File: src/rtl/cfg_init_pkg.sv
package cfg_init_pkg;

    // Header word offsets inside the profile memory
    localparam int unsigned HDR_MAGIC = 0;
    localparam int unsigned HDR_DWAIT = 1;
    localparam int unsigned HDR_RWAIT = 2;
    localparam int unsigned HDR_SWAIT = 3;
    localparam int unsigned HDR_RCNT  = 4;
    localparam int unsigned HDR_TCNT  = 5;
    localparam int unsigned WIRE_BASE = 8;

    localparam logic [31:0] DEFAULT_MAGIC = 32'h5A17_C0DE;

    typedef enum logic [3:0] {
        S_IDLE,
        S_HDR,
        S_DLY_DONE,
        S_WIRE,
        S_REG_A,
        S_REG_D,
        S_REG_W,
        S_DLY_REG,
        S_DLY_RST,
        S_TRG_A,
        S_TRG_D,
        S_TRG_W,
        S_FIN
    } seq_state_e;

endpackage

File: src/rtl/cfg_init_delay.sv
module cfg_init_delay #(
    parameter int unsigned CLKS_PER_US = 100
) (
    input  logic        clk,
    input  logic        rst_n,
    input  logic        load_i,
    input  logic [31:0] us_i,
    output logic        expired_o
);
    localparam int unsigned PRE_W = $clog2(CLKS_PER_US + 1);
    localparam logic [PRE_W-1:0] PRE_LAST = PRE_W'(CLKS_PER_US - 1);

    typedef struct packed {
        logic [31:0]      us;
        logic [PRE_W-1:0] pre;
    } dly_t;

    dly_t dly_d, dly_q;

    always_comb begin
        dly_d = dly_q;
        if (load_i) begin
            dly_d.us  = us_i;
            dly_d.pre = '0;
        end else if (dly_q.us != 32'd0) begin
            if (dly_q.pre == PRE_LAST) begin
                dly_d.pre = '0;
                dly_d.us  = dly_q.us - 32'd1;
            end else begin
                dly_d.pre = dly_q.pre + 1'b1;
            end
        end
    end

    always_ff @(posedge clk or negedge rst_n) begin
        if (!rst_n) dly_q <= '0;
        else        dly_q <= dly_d;
    end

    assign expired_o = (dly_q.us == 32'd0);

    // a freshly loaded zero delay is expired at once, a nonzero one is not
    p_load_zero_r3: assert property (@(posedge clk) disable iff (!rst_n)
        load_i |=> (expired_o == ($past(us_i) == 32'd0)));

    // the microsecond count never rises unless reloaded
    p_count_down_r6: assert property (@(posedge clk) disable iff (!rst_n)
        !load_i |=> (dly_q.us <= $past(dly_q.us)));

endmodule

File: src/rtl/cfg_init_wire_bank.sv
module cfg_init_wire_bank #(
    parameter int unsigned NUM_WIRES = 32
) (
    input  logic                      clk,
    input  logic                      rst_n,
    input  logic                      clr_i,
    input  logic                      we_i,
    input  logic [$clog2(NUM_WIRES)-1:0] idx_i,
    input  logic [31:0]               data_i,
    output logic [32*NUM_WIRES-1:0]   wire_o
);
    localparam int unsigned WI_W = $clog2(NUM_WIRES);

    for (genvar g = 0; g < NUM_WIRES; g++) begin : g_word
        logic [31:0] word_d, word_q;

        always_comb begin
            word_d = word_q;
            if (clr_i)
                word_d = '0;
            else if (we_i && (idx_i == WI_W'(g)))
                word_d = data_i;
        end

        always_ff @(posedge clk or negedge rst_n) begin
            if (!rst_n) word_q <= '0;
            else        word_q <= word_d;
        end

        assign wire_o[32*g +: 32] = word_q;
    end

    // a clear request empties the whole bank at the next edge
    p_clear_r1: assert property (@(posedge clk) disable iff (!rst_n)
        clr_i |=> (wire_o == '0));

endmodule

File: src/rtl/cfg_init_seq.sv
module cfg_init_seq
    import cfg_init_pkg::*;
#(
    parameter int unsigned CLKS_PER_US = 100,
    parameter int unsigned NUM_WIRES   = 32,
    parameter int unsigned MAX_REGS    = 256,
    parameter int unsigned MAX_TRIGS   = 32,
    parameter logic [31:0] MAGIC       = DEFAULT_MAGIC,
    localparam int unsigned REG_BASE   = WIRE_BASE + NUM_WIRES,
    localparam int unsigned TRIG_BASE  = REG_BASE + 2 * MAX_REGS,
    localparam int unsigned DEPTH      = TRIG_BASE + 2 * MAX_TRIGS,
    localparam int unsigned PA_W       = $clog2(DEPTH)
) (
    input  logic                    clk,
    input  logic                    rst_n,
    input  logic                    cfg_start_i,
    input  logic                    cfg_done_i,
    output logic [PA_W-1:0]         prof_addr_o,
    input  logic [31:0]             prof_data_i,
    output logic                    tgt_rst_o,
    output logic [32*NUM_WIRES-1:0] wire_o,
    output logic                    reg_valid_o,
    input  logic                    reg_ready_i,
    output logic [31:0]             reg_addr_o,
    output logic [31:0]             reg_data_o,
    output logic                    trig_valid_o,
    input  logic                    trig_ready_i,
    output logic [31:0]             trig_addr_o,
    output logic [31:0]             trig_mask_o,
    output logic                    seq_done_o
);
    localparam int unsigned CR_W    = $clog2(MAX_REGS + 1);
    localparam int unsigned CT_W    = $clog2(MAX_TRIGS + 1);
    localparam int unsigned WI_W    = $clog2(NUM_WIRES);
    localparam int unsigned BIG_A   = (NUM_WIRES > MAX_REGS) ? NUM_WIRES : MAX_REGS;
    localparam int unsigned BIG_B   = (BIG_A > MAX_TRIGS) ? BIG_A : MAX_TRIGS;
    localparam int unsigned IDX_RAW = $clog2(BIG_B + 1);
    localparam int unsigned IDX_W   = (IDX_RAW < 3) ? 3 : IDX_RAW;

    typedef struct packed {
        seq_state_e       state;
        logic [IDX_W-1:0] idx;
        logic [31:0]      dwait;
        logic [31:0]      rwait;
        logic [31:0]      swait;
        logic [CR_W-1:0]  rcnt;
        logic [CT_W-1:0]  tcnt;
        logic             rst;
        logic             done;
        logic             rv;
        logic [31:0]      ra;
        logic [31:0]      rd;
        logic             tv;
        logic [31:0]      ta;
        logic [31:0]      tm;
    } seq_t;

    seq_t             st_d, st_q;
    logic             wire_we, wire_clr, dly_load, dly_exp;
    logic [31:0]      dly_val;
    logic [PA_W-1:0]  addr_c;
    logic [IDX_W-1:0] idx_inc;
    logic             last_wire, last_reg, last_trg;

    assign idx_inc   = st_q.idx + 1'b1;
    assign last_wire = (st_q.idx == IDX_W'(NUM_WIRES - 1));
    assign last_reg  = (idx_inc == IDX_W'(st_q.rcnt));
    assign last_trg  = (idx_inc == IDX_W'(st_q.tcnt));

    cfg_init_delay #(
        .CLKS_PER_US(CLKS_PER_US)
    ) u_delay (
        .clk       (clk),
        .rst_n     (rst_n),
        .load_i    (dly_load),
        .us_i      (dly_val),
        .expired_o (dly_exp)
    );

    cfg_init_wire_bank #(
        .NUM_WIRES(NUM_WIRES)
    ) u_wires (
        .clk    (clk),
        .rst_n  (rst_n),
        .clr_i  (wire_clr),
        .we_i   (wire_we),
        .idx_i  (st_q.idx[WI_W-1:0]),
        .data_i (prof_data_i),
        .wire_o (wire_o)
    );

    always_comb begin
        st_d     = st_q;
        wire_we  = 1'b0;
        wire_clr = 1'b0;
        dly_load = 1'b0;
        dly_val  = st_q.dwait;
        addr_c   = '0;

        case (st_q.state)
            S_IDLE: begin
                if (cfg_done_i) begin
                    st_d.state = S_HDR;
                    st_d.idx   = '0;
                end
            end
            S_HDR: begin
                addr_c   = PA_W'(st_q.idx);
                st_d.idx = idx_inc;
                if (st_q.idx == IDX_W'(HDR_MAGIC)) begin
                    if (prof_data_i != MAGIC) begin
                        st_d.state = S_FIN;
                        st_d.rst   = 1'b0;
                        st_d.done  = 1'b1;
                    end
                end else if (st_q.idx == IDX_W'(HDR_DWAIT)) begin
                    st_d.dwait = prof_data_i;
                end else if (st_q.idx == IDX_W'(HDR_RWAIT)) begin
                    st_d.rwait = prof_data_i;
                end else if (st_q.idx == IDX_W'(HDR_SWAIT)) begin
                    st_d.swait = prof_data_i;
                end else if (st_q.idx == IDX_W'(HDR_RCNT)) begin
                    st_d.rcnt = (prof_data_i > 32'(MAX_REGS)) ? CR_W'(MAX_REGS)
                                                               : prof_data_i[CR_W-1:0];
                end else begin
                    st_d.tcnt  = (prof_data_i > 32'(MAX_TRIGS)) ? CT_W'(MAX_TRIGS)
                                                                : prof_data_i[CT_W-1:0];
                    st_d.state = S_DLY_DONE;
                    dly_load   = 1'b1;
                    dly_val    = st_q.dwait;
                end
            end
            S_DLY_DONE: begin
                if (dly_exp) begin
                    st_d.state = S_WIRE;
                    st_d.idx   = '0;
                end
            end
            S_WIRE: begin
                addr_c   = PA_W'(WIRE_BASE) + PA_W'(st_q.idx);
                wire_we  = 1'b1;
                st_d.idx = idx_inc;
                if (last_wire) begin
                    st_d.idx = '0;
                    if (st_q.rcnt == '0) begin
                        st_d.state = S_DLY_REG;
                        dly_load   = 1'b1;
                        dly_val    = st_q.rwait;
                    end else begin
                        st_d.state = S_REG_A;
                    end
                end
            end
            S_REG_A: begin
                addr_c     = PA_W'(REG_BASE) + PA_W'({st_q.idx, 1'b0});
                st_d.ra    = prof_data_i;
                st_d.state = S_REG_D;
            end
            S_REG_D: begin
                addr_c     = PA_W'(REG_BASE) + PA_W'({st_q.idx, 1'b1});
                st_d.rd    = prof_data_i;
                st_d.rv    = 1'b1;
                st_d.state = S_REG_W;
            end
            S_REG_W: begin
                if (reg_ready_i) begin
                    st_d.rv = 1'b0;
                    if (last_reg) begin
                        st_d.state = S_DLY_REG;
                        dly_load   = 1'b1;
                        dly_val    = st_q.rwait;
                    end else begin
                        st_d.idx   = idx_inc;
                        st_d.state = S_REG_A;
                    end
                end
            end
            S_DLY_REG: begin
                if (dly_exp) begin
                    st_d.rst   = 1'b0;
                    st_d.state = S_DLY_RST;
                    dly_load   = 1'b1;
                    dly_val    = st_q.swait;
                end
            end
            S_DLY_RST: begin
                if (dly_exp) begin
                    st_d.idx = '0;
                    if (st_q.tcnt == '0) begin
                        st_d.state = S_FIN;
                        st_d.done  = 1'b1;
                    end else begin
                        st_d.state = S_TRG_A;
                    end
                end
            end
            S_TRG_A: begin
                addr_c     = PA_W'(TRIG_BASE) + PA_W'({st_q.idx, 1'b0});
                st_d.ta    = prof_data_i;
                st_d.state = S_TRG_D;
            end
            S_TRG_D: begin
                addr_c     = PA_W'(TRIG_BASE) + PA_W'({st_q.idx, 1'b1});
                st_d.tm    = prof_data_i;
                st_d.tv    = 1'b1;
                st_d.state = S_TRG_W;
            end
            S_TRG_W: begin
                if (trig_ready_i) begin
                    st_d.tv = 1'b0;
                    if (last_trg) begin
                        st_d.state = S_FIN;
                        st_d.done  = 1'b1;
                    end else begin
                        st_d.idx   = idx_inc;
                        st_d.state = S_TRG_A;
                    end
                end
            end
            default: ;
        endcase

        if (cfg_start_i) begin
            st_d       = '0;
            st_d.state = S_IDLE;
            st_d.rst   = 1'b1;
            wire_clr   = 1'b1;
        end
    end

    always_ff @(posedge clk or negedge rst_n) begin
        if (!rst_n) begin
            st_q     <= '0;
            st_q.rst <= 1'b1;
        end else begin
            st_q <= st_d;
        end
    end

    assign prof_addr_o  = addr_c;
    assign tgt_rst_o    = st_q.rst;
    assign reg_valid_o  = st_q.rv;
    assign reg_addr_o   = st_q.ra;
    assign reg_data_o   = st_q.rd;
    assign trig_valid_o = st_q.tv;
    assign trig_addr_o  = st_q.ta;
    assign trig_mask_o  = st_q.tm;
    assign seq_done_o   = st_q.done;

    // a configuration start puts everything back into reset
    p_start_r1: assert property (@(posedge clk) disable iff (!rst_n)
        cfg_start_i |=> (tgt_rst_o && !seq_done_o && !reg_valid_o && !trig_valid_o));

    // register writes happen only while the target is held in reset
    p_reg_in_rst_r5: assert property (@(posedge clk) disable iff (!rst_n)
        reg_valid_o |-> tgt_rst_o);

    // triggers happen only after reset is released
    p_trig_out_rst_r7: assert property (@(posedge clk) disable iff (!rst_n)
        trig_valid_o |-> !tgt_rst_o);

    // one transfer outstanding at a time
    p_one_port_r11: assert property (@(posedge clk) disable iff (!rst_n)
        $onehot0({reg_valid_o, trig_valid_o}));

    // a stalled register write keeps its contents
    p_reg_hold_r11: assert property (@(posedge clk) disable iff (!rst_n)
        (reg_valid_o && !reg_ready_i && !cfg_start_i) |=>
        (reg_valid_o && $stable(reg_addr_o) && $stable(reg_data_o)));

    // a stalled trigger keeps its contents
    p_trig_hold_r11: assert property (@(posedge clk) disable iff (!rst_n)
        (trig_valid_o && !trig_ready_i && !cfg_start_i) |=>
        (trig_valid_o && $stable(trig_addr_o) && $stable(trig_mask_o)));

    // completion is sticky and implies a released reset
    p_done_sticky_r10: assert property (@(posedge clk) disable iff (!rst_n)
        (seq_done_o && !cfg_start_i) |=> seq_done_o);
    p_done_rel_r10: assert property (@(posedge clk) disable iff (!rst_n)
        seq_done_o |-> !tgt_rst_o);

endmodule

File: config.mk
export PLATFORM = sky130hd
export DESIGN_NAME = cfg_init_seq
export DESIGN_NICKNAME = d
export VERILOG_FILES = /design/src/rtl/cfg_init_pkg.sv /design/src/rtl/cfg_init_delay.sv /design/src/rtl/cfg_init_wire_bank.sv /design/src/rtl/cfg_init_seq.sv
export SDC_FILE = /design/constraint.sdc
export NUM_CORES = 2
export LEC_CHECK = 0
export BUFFER_PORTS_ARGS = -buffer_cell sky130_fd_sc_hd__buf_2
export CORE_AREA = 2 2 471 473
export DETAILED_ROUTE_END_ITERATION = 8
export DIE_AREA = 0 0 473 475
export GPL_TIMING_DRIVEN = 0
export SLEW_MARGIN = 20
export SYNTH_ARGS = -nofsm -noshare
export SYNTH_HDL_FRONTEND = slang
export SYNTH_HIERARCHICAL = 1
export SYNTH_SLANG_ARGS = --single-unit
export TNS_END_PERCENT = 1
File: constraint.sdc
create_clock -name clk -period 5.3 [get_ports clk]
set_clock_uncertainty 0.15 [all_clocks]
set_input_delay 1.06 -clock clk [delete_from_list [all_inputs] [get_ports clk]]
set_output_delay 1.06 -clock clk [all_outputs]
set_load 0.005 [all_outputs]
## Word level (Yosys, flattened, before mapping)

Index checks and enable logic that the tools add are counted.

- Mux-type cells: 139
- Order comparisons: 2
- Equal/unequal tests: 74
- Reductions and logical operators: 100
- Add/subtract/negate cells: 8

Operators with widths:

| kind | number |
|---|---|
| 2-to-1 mux 32 bit | 77 |
| 2-to-1 mux 256 bit | 1 |
| 2-to-1 mux 111 bit | 2 |
| one-hot mux 32 bit (3 select lines) | 1 |
| nonzero test 2 bit | 43 |
| == test 5 bit (second input constant) | 16 |
| 2-to-1 mux 79 bit | 1 |
| 2-to-1 mux 13 bit | 6 |
| 2-to-1 mux 39 bit | 2 |
| one-hot mux 9 bit (7 select lines) | 1 |
| one-hot mux 10 bit (6 select lines) | 1 |
| one-hot mux 4 bit (12 select lines) | 1 |
| 2-to-1 mux 47 bit | 1 |
| == test 5 x 4 -> 1 bit (second input constant) | 8 |
| != test 3 bit (second input constant) | 13 |
| 2-to-1 mux 9 bit | 4 |
| greater-than comparator 32 x 6 -> 1 bit (second input constant) | 1 |
| greater-than comparator 32 x 9 -> 1 bit (second input constant) | 1 |
| logical AND 1 bit | 32 |
| logical NOT 32 bit | 1 |
| != test 32 x 31 -> 1 bit (second input constant) | 1 |
| nonzero test 32 bit | 1 |
| subtractor 32 x 1 -> 32 bit (second input constant) | 1 |
| 2-to-1 mux 4 bit | 7 |
| other kinds (46) | 100 |

- Bits in registers: 1,319
- Input port bits: 38
- Logic and storage cells: 372
- Output and inout bits: 1,166

## Longest topological paths before layout

- Word-level depth: 9
- Mapped depth: 15

## Cells and area by module

The synthesis kept the hierarchy.

Modules (own cells, without submodules):

| module | sequential area each (µm²) | cells each | times used | area each (µm²) |
|---|---|---|---|---|
| cfg_init_wire_bank | 25,624.6 | 3,469 | 1 | 44,288.7 |
| cfg_init_seq | 6,407.4 | 1,694 | 1 | 14,631.5 |
| cfg_init_delay | 975.9 | 293 | 1 | 2,466.1 |

## Least setup slack after synthesis

OpenSTA, ideal clock, no wires.

- Kind: register -> register
- Start point: register u_delay/dly_q[21] in the netlist's numbering
- End point: register u_delay/dly_q[8] in the netlist's numbering
- Setup slack: 1,392 ps
- Required time: 5,024 ps
- Stages on the path, launching flop included: 14
- Setup time: 126 ps
- Arrival: 3,632 ps
- Clock period less this slack: 3,908 ps
- Path buffers: 3
- Path through: dfrtp_1 or4_4 or3_1 buf_2 nor4_1 clkbuf_1 buf_1 mux2i_1 o21ai_0 a21oi_1 a21oi_1 a2bb2oi_1 and2_1 a311o_1

RTL lines:

| what | RTL line | source |
|---|---|---|
| start, declared | cfg_init_delay.sv:18 | `dly_t dly_d, dly_q;` |
| start signal, assigned | cfg_init_delay.sv:37 | `else dly_q <= dly_d;` |
| logical NOT 32 bit | cfg_init_delay.sv:40 | `assign expired_o = (dly_q.us == 32'd0);` |
| named net dly_exp | cfg_init_seq.sv:59 | `logic wire_we, wire_clr, dly_load, dly_exp;` |
| 2-to-1 mux 32 bit | cfg_init_seq.sv:179 | `if (dly_exp) begin` |
| one-hot mux 32 bit (3 select lines) | cfg_init_seq.sv:100 | `case (st_q.state)` |
| named net dly_val[1] | cfg_init_seq.sv:60 | `logic [31:0] dly_val;` |
| 2-to-1 mux 39 bit | cfg_init_delay.sv:22 | `if (load_i) begin` |

The timed path passes the listed nets, and every way through them passes these cells.
A chain may end at the register's enable or synchronous reset.

## Final worst setup path

- Start point: register st_q[254] in the netlist's numbering
- End point: register u_wires.g_word[16].word_q[20]

- Longest elaborated chain between the ends: 4

RTL lines:

| what | RTL line | source |
|---|---|---|
| start, declared | cfg_init_seq.sv:58 | `seq_t st_d, st_q;` |
| start signal, assigned | cfg_init_seq.sv:236 | `st_q <= st_d;` |
| == test 4 x 2 -> 1 bit | cfg_init_seq.sv:100 |  |
| 2-to-1 mux 1 bit | cfg_init_seq.sv:100 |  |
| named net wire_we | cfg_init_seq.sv:59 |  |
| logical AND 1 bit | cfg_init_wire_bank.sv:21 | `else if (we_i && (idx_i == WI_W'(g)))` |
| nonzero test 2 bit (no source line) | -- |  |
| end signal, assigned | cfg_init_wire_bank.sv:27 | `else word_q <= word_d;` |
| end, declared | cfg_init_wire_bank.sv:15 | `logic [31:0] word_d, word_q;` |

The timed path passes the listed nets, and every way through them passes these cells.

==> impl_metrics.json <==
{
  "hp-class": "register to register",
  "nets": 6888,
  "cts_max_level": 4,
  "yosysWarnings": 6,
  "yosys.area_share.simple": 0.164,
  "hold_viol": 0,
  "fin_total_pwr_mw": 24.5,
  "row_count": 172,
  "cts_setup_buffers": 0,
  "port_buffers": 1203,
  "via_per_inst": 4.97,
  "drt_wl_total_mm": 296,
  "finalWeightedCongestion": 0.910,
  "postRouteAntennaNets": 0,
  "syn_inst": 5456,
  "synth_xor_area_frac": 0.00467,
  "die_h_um": 475,
  "place_hpwl_mm": 221,
  "numCtsBuffers": 153,
  "core-area_mm2": 0.219,
  "fmax_mhz": 197,
  "period_share": 0.960,
  "drc": 0,
  "outcome": "completed",
  "cp_max_fo": 17,
  "hold-path-cell-count": 2,
  "dieArea_mm2": 0.225,
  "vias": 49000,
  "synth_top_family_by_area": "multiplexers",
  "async_flop_share": 1.00,
  "final_util": 0.351,
  "grt_pass1_vias": 49300,
  "grt_first_pass_wirelength_mm": 401,
  "ys_ff_latch": 1319,
  "synth_compound_area_frac": 0.0476,
  "synth_nets": 5509,
  "antenna_found_initial": 36,
  "fp.dieW_um": 473,
  "grt_remaining_overflow": 0,
  "synth_area_per_cell_um2": 11.3,
  "clock_latency_ps": 840,
  "final_max_slew_viol_count": 0,
  "yosys-mux-area-fraction": 0.189,
  "ys_types": 88,
  "synth_edf_count": 0,
  "final_cell_count_no_fill": 9850,
  "cp-end-kind": "register",
  "clock_sinks": 1319,
  "critPathKind": "register to register",
  "slew_headroom": 0.181,
  "start_util": 0.280,
  "fin_setup_tns_ps": 0,
  "ir_drop_v": 0.000294,
  "p_per_area_mw_per_mm2": 318,
  "cp.arrival_ps": 5570,
  "syn_area_mm2": 0.0614,
  "grt_max_degree": 138,
  "reg2reg_depth": 10,
  "worst-endpoint-required_ps": 5780,
  "root_buffer": "clkbuf_16",
  "finalSetupViolCount": 0,
  "drt-initial-drc-count": 4033,
  "cp-start-kind": "register",
  "cap_violations": 0,
  "wl_per_cell_um": 30.0,
  "synthTopCellsByArea": "dfrtp_1 54%, mux2i_1 18%, nand2b_1 11%, nand2_1 2.4%, buf_4 2.2%",
  "crit_start": "st_q[254]$_DFFE_PN0P_",
  "synth_top_area_frac": 0.537,
  "yosys.area.top_type": "dfrtp_1",
  "path_clk_slew_ps": 60,
  "ios": 1204,
  "drive_gt1_frac": 0.268,
  "ys_seq_area_frac": 0.538,
  "synthFlopType": "dfrtp_1",
  "synth-adder-area-share": 0.00306,
  "cts_tree": "done",
  "syn_to_final_growth_pct": 25.2,
  "cts_buffer_depth": 3,
  "rsz0062_at_grt": "false",
  "r2r-start": "st_q[254]$_DFFE_PN0P_",
  "p_leak_nw": 43.7,
  "drtPass1Iterations": 5,
  "finalCriticalPeriod_ps": 5090,
  "dp.cells": 9550,
  "grt.total_usage": 0.254,
  "tightest_slew_ps": 1230,
  "whs_ps": 346,
  "hold_start": "tgt_rst_o$_DFFE_PN1P_"
}
[power breakdown]
group / switching [mW] / leakage, nW / internal [mW]
clock: 4.77 / 2.54 / 6.31
sequential: 0.258 / 18.3 / 10.3
combinational: 1.92 / 22.8 / 0.881
[metrics by stage]
stage	setup slack, ps	area, um^2
final	213	76900
after global routing	108	76800
after CTS	83.8	76800
after detailed placement	-548	71600
after global placement	-27140	71000
after floorplan	1390	61400
[placed cells by master (no fill, tap or decap), drive strengths merged, types with 6 or more instances in the layout]
master,instances
nor2b,9
clkbuf,557
and2,14
nor3,25
ha,15
nand3,35
a31oi,22
o41ai,7
or4,26
nand2b,1060
nor2,127
and3,7
buf,1498
nand4b,6
o22ai,8
nand4,20
nor4,19
nand2,402
xnor2,14
o31ai,16
clkinv,35
bufinv,10
diode,27
mux2,33
a2bb2oi,32
or3,23
mux2i,1125
inv,36
dfrtp,1318
a21oi,244
xor2,10
o21ai,103
o211ai,7
[sequential cells by signal (all words and copies together), names as in the netlist]
name and count:
reg_data_o 32, reg_valid_o 1, u_wires/g_word.word_q 1024, trig_addr_o 32
trig_valid_o 1, trig_mask_o 32, st_q 124, u_delay/dly_q 39
seq_done_o 1, tgt_rst_o 1, reg_addr_o 32
[area by class of cell]
cell class | instances | area (um^2)
multi-input cells | 3491 | 25100
clock inverters | 58 | 847
diodes | 27 | 67.6
fillers | 22200 | 142000
inverters | 28 | 105
well taps | 2871 | 3590
plain buffers | 618 | 3210
flip-flops and latches | 1319 | 33000
repair buffers | 1224 | 6550
clock buffers | 214 | 4360
[repair_timing]
action	CTS	global route
hold endpoints to repair	62	0
hold buffers	1	0
resized for setup	2	3
endpoints found under the setup margin	39	9
[metal layers]
layer / vias to the layer above / track usage / routed length, um
li1: 21000 / - / -
met1: 25300 / 0.318 / 120000
met2: 2184 / 0.396 / 134000
met3: 529 / 0.0712 / 24300
met4: 2 / 0.139 / 17300
met5: - / 0 / 12
[cell families (layout without fill, tap and decap cells)]
logic type / Yosys count / after routing
and+or+nand+nor: 1800 / 1800
other: 0 / 27
DFF: 1319 / 1319
buffers and inverters: 646 / 2142
adders and majority gates: 15 / 15
AOI/OAI and AO/OA: 491 / 491
muxes: 1158 / 1158
xor gates and xnor gates: 27 / 27
[final timing paths]
check	slack [ps]	to
worst max-delay path	210	u_wires/g_word[16].word_q[20]$_DFFE_PN0P_
worst min-delay path	350	tgt_rst_o$_DFFE_PN1P_
worst max register to register	210	u_wires/g_word[16].word_q[20]$_DFFE_PN0P_
worst min register to register	350	tgt_rst_o$_DFFE_PN1P_
max in group asynchronous	900	u_wires/g_word[10].word_q[14]$_DFFE_PN0P_
min in group asynchronous	630	u_wires/g_word[19].word_q[5]$_DFFE_PN0P_
[critical path, cell delays in order (launching register included)]
cell      delay (ps)
dfrtp_1          400
inv_1            120
ha_1             210
clkbuf_1         360
nand3_1          440
clkinv_1         390
clkbuf_1         840
nor4b_4          910
nand2_2          490
buf_2            370
mux2i_1          170
[synthesized netlist by cell type, types with 4 or more instances]
cell,number
nand4_1,20
nor2b_1,9
and2_1,12
a21oi_1,244
a31oi_1,22
nand2b_1,1060
and3_1,7
o22ai_1,8
ha_1,15
o31ai_1,16
a211o_1,4
or4_4,4
nor4_1,17
o31a_1,5
or4_1,22
buf_4,183
buf_2,83
a21o_1,5
mux2_2,33
a2bb2oi_1,32
xnor2_1,13
dfrtp_1,1318
buf_1,5
o211ai_1,6
or3_1,23
nor3_1,24
inv_1,26
o41ai_1,7
nand2_1,386
o21ai_0,103
nand2_2,15
clkbuf_1,341
or2_2,5
nand3_1,35
mux2i_1,1125
nor2_1,123
nor4b_1,4
a22oi_1,5
nor2_2,4
nand4b_1,6
xor2_1,10
Power figures use the tool's default switching activity.
